### src/rtl/motion_irq_pkg.sv
// Shared types for the motion interrupt generator.
package motion_irq_pkg;
    // Combination mode held in the two top configuration bits.
    typedef enum logic [1:0] {
        CMB_ANY   = 2'b00,
        CMB_MOVE  = 2'b01,
        CMB_ALL   = 2'b10,
        CMB_POSN  = 2'b11
    } combine_e;

    localparam int NUM_AXES = 3;
    localparam int FLAG_W   = 2 * NUM_AXES;
endpackage

### src/rtl/motion_axis_cmp.sv
// Compares one two's-complement axis sample against an unsigned threshold.
// Plain mode: magnitude above / below. Orientation mode: above in the positive
// or negative direction. Assumes the most negative code maps to the largest
// magnitude. Purely combinational.
module motion_axis_cmp #(
    parameter int SAMPLE_W = 8
) (
    input  logic [SAMPLE_W-1:0] sample,
    input  logic [SAMPLE_W-2:0] thresh,
    input  logic                signed_mode,
    output logic                flag_hi,
    output logic                flag_lo
);
    localparam logic [SAMPLE_W-1:0] MOST_NEG = {1'b1, {(SAMPLE_W-1){1'b0}}};

    logic [SAMPLE_W-1:0] negated;
    logic [SAMPLE_W-2:0] mag;
    logic                is_neg;
    logic                exceeds;

    // Form the saturated magnitude and the two direction flags.
    always_comb begin
        negated = -sample;
        is_neg  = sample[SAMPLE_W-1];
        if (!is_neg)
            mag = sample[SAMPLE_W-2:0];
        else if (sample == MOST_NEG)
            mag = '1;
        else
            mag = negated[SAMPLE_W-2:0];
        exceeds = (mag > thresh);
        if (signed_mode) begin
            flag_hi = exceeds && !is_neg;
            flag_lo = exceeds && is_neg;
        end else begin
            flag_hi = exceeds;
            flag_lo = (mag < thresh);
        end
    end
endmodule

### src/rtl/motion_dir_eval.sv
// Turns the masked direction flags of a sample into a raw condition according
// to the combination mode. Keeps the previous sample's masked flags for
// movement detection. Assumes smp_valid marks each new sample.
module motion_dir_eval
    import motion_irq_pkg::*;
#(
    parameter int FW = FLAG_W
) (
    input  logic          clk,
    input  logic          rst_n,
    input  logic          smp_valid,
    input  combine_e      mode,
    input  logic [FW-1:0] enables,
    input  logic [FW-1:0] masked,
    output logic          cond
);
    logic [FW-1:0] prev_q;
    logic          known;
    logic          all_set;

    // Remember the masked flags of the last sample.
    always_ff @(posedge clk) begin
        if (!rst_n)
            prev_q <= '0;
        else if (smp_valid)
            prev_q <= masked;
    end

    // Decide the raw condition for the current sample.
    always_comb begin
        known   = $onehot(masked);
        all_set = (enables != '0) && (masked == enables);
        unique case (mode)
            CMB_ANY:  cond = (masked != '0);
            CMB_ALL:  cond = all_set;
            CMB_POSN: cond = known;
            CMB_MOVE: cond = known && (masked != prev_q);
            default:  cond = 1'b0;
        endcase
    end
endmodule

### src/rtl/motion_qual_latch.sv
// Qualifies the raw condition by a consecutive-sample run length. It then
// drives the interrupt either transparently per sample or latched until a
// read, and holds the reported flags. Assumes single-cycle strobes.
module motion_qual_latch #(
    parameter int FW    = 6,
    parameter int DUR_W = 7
) (
    input  logic             clk,
    input  logic             rst_n,
    input  logic             smp_valid,
    input  logic             cond,
    input  logic [FW-1:0]    masked,
    input  logic [DUR_W-1:0] dur,
    input  logic             latch_en,
    input  logic             src_rd,
    output logic             active,
    output logic [FW-1:0]    flags
);
    localparam logic [DUR_W-1:0] RUN_MAX = '1;

    logic [DUR_W-1:0] run_q;
    logic             event_now;
    logic             hold_flags;

    // Recognise an event once the prior run already covers the duration.
    always_comb begin
        event_now  = cond && (run_q >= dur);
        hold_flags = latch_en && active && !src_rd;
    end

    // Count consecutive qualifying samples, saturating.
    always_ff @(posedge clk) begin
        if (!rst_n)
            run_q <= '0;
        else if (smp_valid)
            run_q <= !cond ? '0 : ((run_q == RUN_MAX) ? run_q : run_q + 1'b1);
    end

    // Interrupt level: follow, or latch with read-clear (set wins).
    always_ff @(posedge clk) begin
        if (!rst_n)
            active <= 1'b0;
        else if (smp_valid)
            active <= latch_en ? (event_now || (active && !src_rd)) : event_now;
        else if (latch_en && src_rd)
            active <= 1'b0;
    end

    // Reported flags: refreshed per sample unless a latched event is held.
    always_ff @(posedge clk) begin
        if (!rst_n)
            flags <= '0;
        else if (smp_valid && !hold_flags)
            flags <= masked;
    end
endmodule

### src/rtl/motion_irq_gen.sv
// Top: three axis comparators, mode evaluation, duration qualification and
// latching. Source byte = {0, active, ZH, ZL, YH, YL, XH, XL}.
module motion_irq_gen
    import motion_irq_pkg::*;
#(
    parameter int SAMPLE_W = 8,
    parameter int DUR_W    = 7
) (
    input  logic                clk,
    input  logic                rst_n,
    input  logic                smp_valid,
    input  logic [SAMPLE_W-1:0] acc_x,
    input  logic [SAMPLE_W-1:0] acc_y,
    input  logic [SAMPLE_W-1:0] acc_z,
    input  logic [7:0]          cfg,
    input  logic [SAMPLE_W-2:0] thresh,
    input  logic [DUR_W-1:0]    dur,
    input  logic                latch_en,
    input  logic                src_rd,
    output logic                irq,
    output logic [7:0]          src
);
    logic [NUM_AXES-1:0][SAMPLE_W-1:0] axis_val;
    logic [FLAG_W-1:0]                 raw_flags;
    logic [FLAG_W-1:0]                 masked;
    logic [FLAG_W-1:0]                 held_flags;
    logic                              cond;
    logic                              active;
    combine_e                          mode;

    // Gather the axes and decode configuration fields.
    always_comb begin
        axis_val[0] = acc_x;
        axis_val[1] = acc_y;
        axis_val[2] = acc_z;
        mode        = combine_e'(cfg[7:6]);
        masked      = raw_flags & cfg[FLAG_W-1:0];
    end

    for (genvar a = 0; a < NUM_AXES; a++) begin : g_axis
        motion_axis_cmp #(.SAMPLE_W(SAMPLE_W)) i_cmp (
            .sample     (axis_val[a]),
            .thresh     (thresh),
            .signed_mode(cfg[6]),
            .flag_hi    (raw_flags[2*a+1]),
            .flag_lo    (raw_flags[2*a])
        );
    end

    motion_dir_eval #(.FW(FLAG_W)) i_eval (
        .clk      (clk),
        .rst_n    (rst_n),
        .smp_valid(smp_valid),
        .mode     (mode),
        .enables  (cfg[FLAG_W-1:0]),
        .masked   (masked),
        .cond     (cond)
    );

    motion_qual_latch #(.FW(FLAG_W), .DUR_W(DUR_W)) i_qual (
        .clk      (clk),
        .rst_n    (rst_n),
        .smp_valid(smp_valid),
        .cond     (cond),
        .masked   (masked),
        .dur      (dur),
        .latch_en (latch_en),
        .src_rd   (src_rd),
        .active   (active),
        .flags    (held_flags)
    );

    // Drive the outputs.
    always_comb begin
        irq = active;
        src = {1'b0, active, held_flags};
    end
endmodule

### config.mk
export PLATFORM = sky130hd
export DESIGN_NAME = motion_irq_gen
export DESIGN_NICKNAME = d
export VERILOG_FILES = /design/src/rtl/motion_irq_pkg.sv /design/src/rtl/motion_axis_cmp.sv /design/src/rtl/motion_dir_eval.sv /design/src/rtl/motion_qual_latch.sv /design/src/rtl/motion_irq_gen.sv
export SDC_FILE = /design/constraint.sdc
export NUM_CORES = 1
export LEC_CHECK = 0
export ABC_AREA = 1
export BUFFER_PORTS_ARGS = -buffer_cell sky130_fd_sc_hd__buf_2
export CAP_MARGIN = 20
export CORE_MARGIN = 2
export CORE_UTILIZATION = 53
export DETAILED_ROUTE_END_ITERATION = 7
export GPL_TIMING_DRIVEN = 0
export PLACE_DENSITY = 0.91
export SLEW_MARGIN = 10
export SYNTH_ARGS = -nofsm -noshare
export SYNTH_HDL_FRONTEND = slang
export SYNTH_SLANG_ARGS = --single-unit
### constraint.sdc
create_clock -name clk -period 9.8 [get_ports clk]
set_input_delay 1.96 -clock clk [delete_from_list [all_inputs] [get_ports clk]]
set_output_delay 1.96 -clock clk [all_outputs]
set_load 0.005 [all_outputs]
==> out/metrics.cfg <==
[grt]
grt_max_degree = 13
first_global_vias = 2544
grt_first_pass_wirelength_mm = 10.6
track_usage_pct = 23.9
antenna_found_initial = 0
gr-total-overflow = 0

[clocking]
clk_pin_slew_ps = 70
postCtsSetupBuffers = 0
cts_tree = built
cts_buffers = 3
post_cts_resized = 0
htreeDepth = 1
clk_path_buf_depth = 2
root_buffer = clkbuf_8
cts_sinks = 20
cts_hold_buf = 0
clk_latency_ps = 270

[synthesis]
seq_area_frac_synth_pct = 15.3
yosysTopAreaCellShare_pct = 18.7
synth.yosys.warnings = 0
synth-seq-cells = 20
ys_types = 32
syn_avg_cell_area_sq_um = 6.50
syn_nets = 494
synth.area.top_cells = ha_1 19%, dfxtp_1 15%, inv_1 12%
syn-instance-count = 402
synth_top_area_cell = ha_1
synth_area_sq_mm = 0.00261

[routing]
dr_total_vias = 2745
routed_wl_mm = 6.13
wl_per_cell_microns = 11.6
drc = 0
first_pass_iters = 5
antenna_left = 0
via_per_inst = 5.18
drt_iter0_markers = 167

[timing]
layout_min_cycle_time_ps = 5970
setup_tns_ps = 0
rsz0062_at_grt = no
finalCritPeriodShare_pct = 60.9
hold_viol_final = 0
setup_viol = 0
fmax_mhz = 167
finalClockSkew_ps = 2.11
worst_slack_ps = 3830
drv_slew = 0

[floorplanning]
core_sq_mm = 0.00472
start_util_pct = 55.3
dieHeight_microns = 74.2
num_rows = 25
die_w_microns = 74.2
dieArea_sq_mm = 0.00551
ios = 60

[placed_design]
place_hpwl_mm = 5.04
place_area_sq_mm = 0.00298
portBuffers = 57
place_congestion = 0.989
place_ws_ps = 3610

[cells_and_area]
drive_above_1_share_pct = 21.8
nets = 556
final_cell_mix = 81 x inv_1, 69 x nand2_1, 57 x buf_2
area_growth_pct = 16.9
final_common_cell = inv_1
post-route-util_pct = 64.6
num_antenna_cells = 0
final_cell_area_sq_mm = 0.00305

[worst_setup_path]
critPathMaxStageDelay_ps = 450
worst_setup_path_end_kind = flip-flop
path_class = input port to flip-flop
cp_max_fo = 6
required_ps = 9970
cpMaxStageDelayCell = fa_1
worstPathArrival_ps = 6140
cp-start-kind = input port
cp_common_cell = inv_1

[flow_run]
drv_cap = 0

[power]
p_per_area_mw_per_mm2 = 99.6
vdd_drop_max_mv = 0.0570
p_leak_nw = 1.70
design_power_total_uw = 304

[min_path]
worstHoldPathType = flip-flop to flip-flop

[outcome]
status = complete, no violations

-- power breakdown --
| part | total, mW | switching [mW] | leakage (nW) | internal (mW) |
|---|---|---|---|---|
| sequential | 0.0915 | 0.00447 | 0.164 | 0.0870 |
| clock | 0.0834 | 0.0288 | 0.0357 | 0.0546 |
| combinational | 0.129 | 0.0774 | 1.50 | 0.0518 |
-- cells by family after synthesis --
group | count (synthesis) | synth area share (%)
and+or+nand+nor | 181 | 35.2
buffers and inverters | 87 | 12.9
AOI/OAI and AO/OA | 63 | 13.2
adders and majority gates | 41 | 20.2
DFF | 20 | 15.3
xor gates and xnor gates | 9 | 3.02
other | 1 | 0.144
-- worst paths after layout --
check | from | to | slack [ps] | depth (start not counted)
setup / recovery | acc_y[1] | i_qual.run_q[1]$_SDFFE_PN0P_ | 3830 | 29
hold / removal | i_qual.run_q[6]$_SDFFE_PN0P_ | i_qual.run_q[6]$_SDFFE_PN0P_ | 500 | 2
setup reg to reg | i_qual.run_q[0]$_SDFFE_PN0P_ | i_qual.active$_SDFFE_PN0P_ | 7850 | 12
hold reg to reg | i_qual.run_q[6]$_SDFFE_PN0P_ | i_qual.run_q[6]$_SDFFE_PN0P_ | 500 | 2
-- sequential cells by signal, summed over array words and instances (netlist names) --
register / flops
i_qual.run_q: 7
i_eval.prev_q: 6
i_qual.flags: 6
i_qual.active: 1
-- cell usage after synthesis (all sizes together) --
library cell,n
nand3b,5
o211ai,1
or2,4
nor4,3
ha,39
o21ai,27
o21a,4
xnor2,1
xor2,8
a21oi,29
a21boi,1
fa,2
nand4,9
clkbuf,3
nand2,83
buf,3
nand3,37
nor2,28
nor3,11
and2,1
a21o,1
inv,81
dfxtp,20
conb,1
-- stage by stage --
step | std cells | hold WS [ps]
2_1_floorplan | 402 | 448
3_3_place_gp | 526 | 468
3_5_place_dp | 526 | 492
4_1_cts | 530 | 503
5_1_grt | 530 | 518
6_report | 530 | 499
-- routing by layer --
layer / track usage, % / part of all wire [%] / vias to the layer above / wire [microns]
met5: 0 / 0 / - / 0
li1: - / - / 1428 / -
met2: 42.8 / 50 / 82 / 3090
met3: 3.25 / 4.8 / 6 / 295
met4: 5.56 / 0.70 / 0 / 43
met1: 30.6 / 44 / 1229 / 2700
-- area by class of cell --
type	count	area, sq um
Buffer	6	33.8
Fill cell	422	1670
Inverter	81	304
Timing Repair Buffer	57	285
Multi-Input combinational cell	295	1870
Tap cell	67	83.8
Clock buffer	3	41.3
Sequential cell	20	400
Clock inverter	1	30.0
-- critical path: cells and delay by family --
kind | cells | cell delay (ps)
AO/OA/AOI/OAI | 1 | 170
adder cells (fa/ha/maj) | 5 | 1350
buffers and inverters | 7 | 540
AND/OR/NAND/NOR | 16 | 2100
Power figures use the tool's default switching activity.
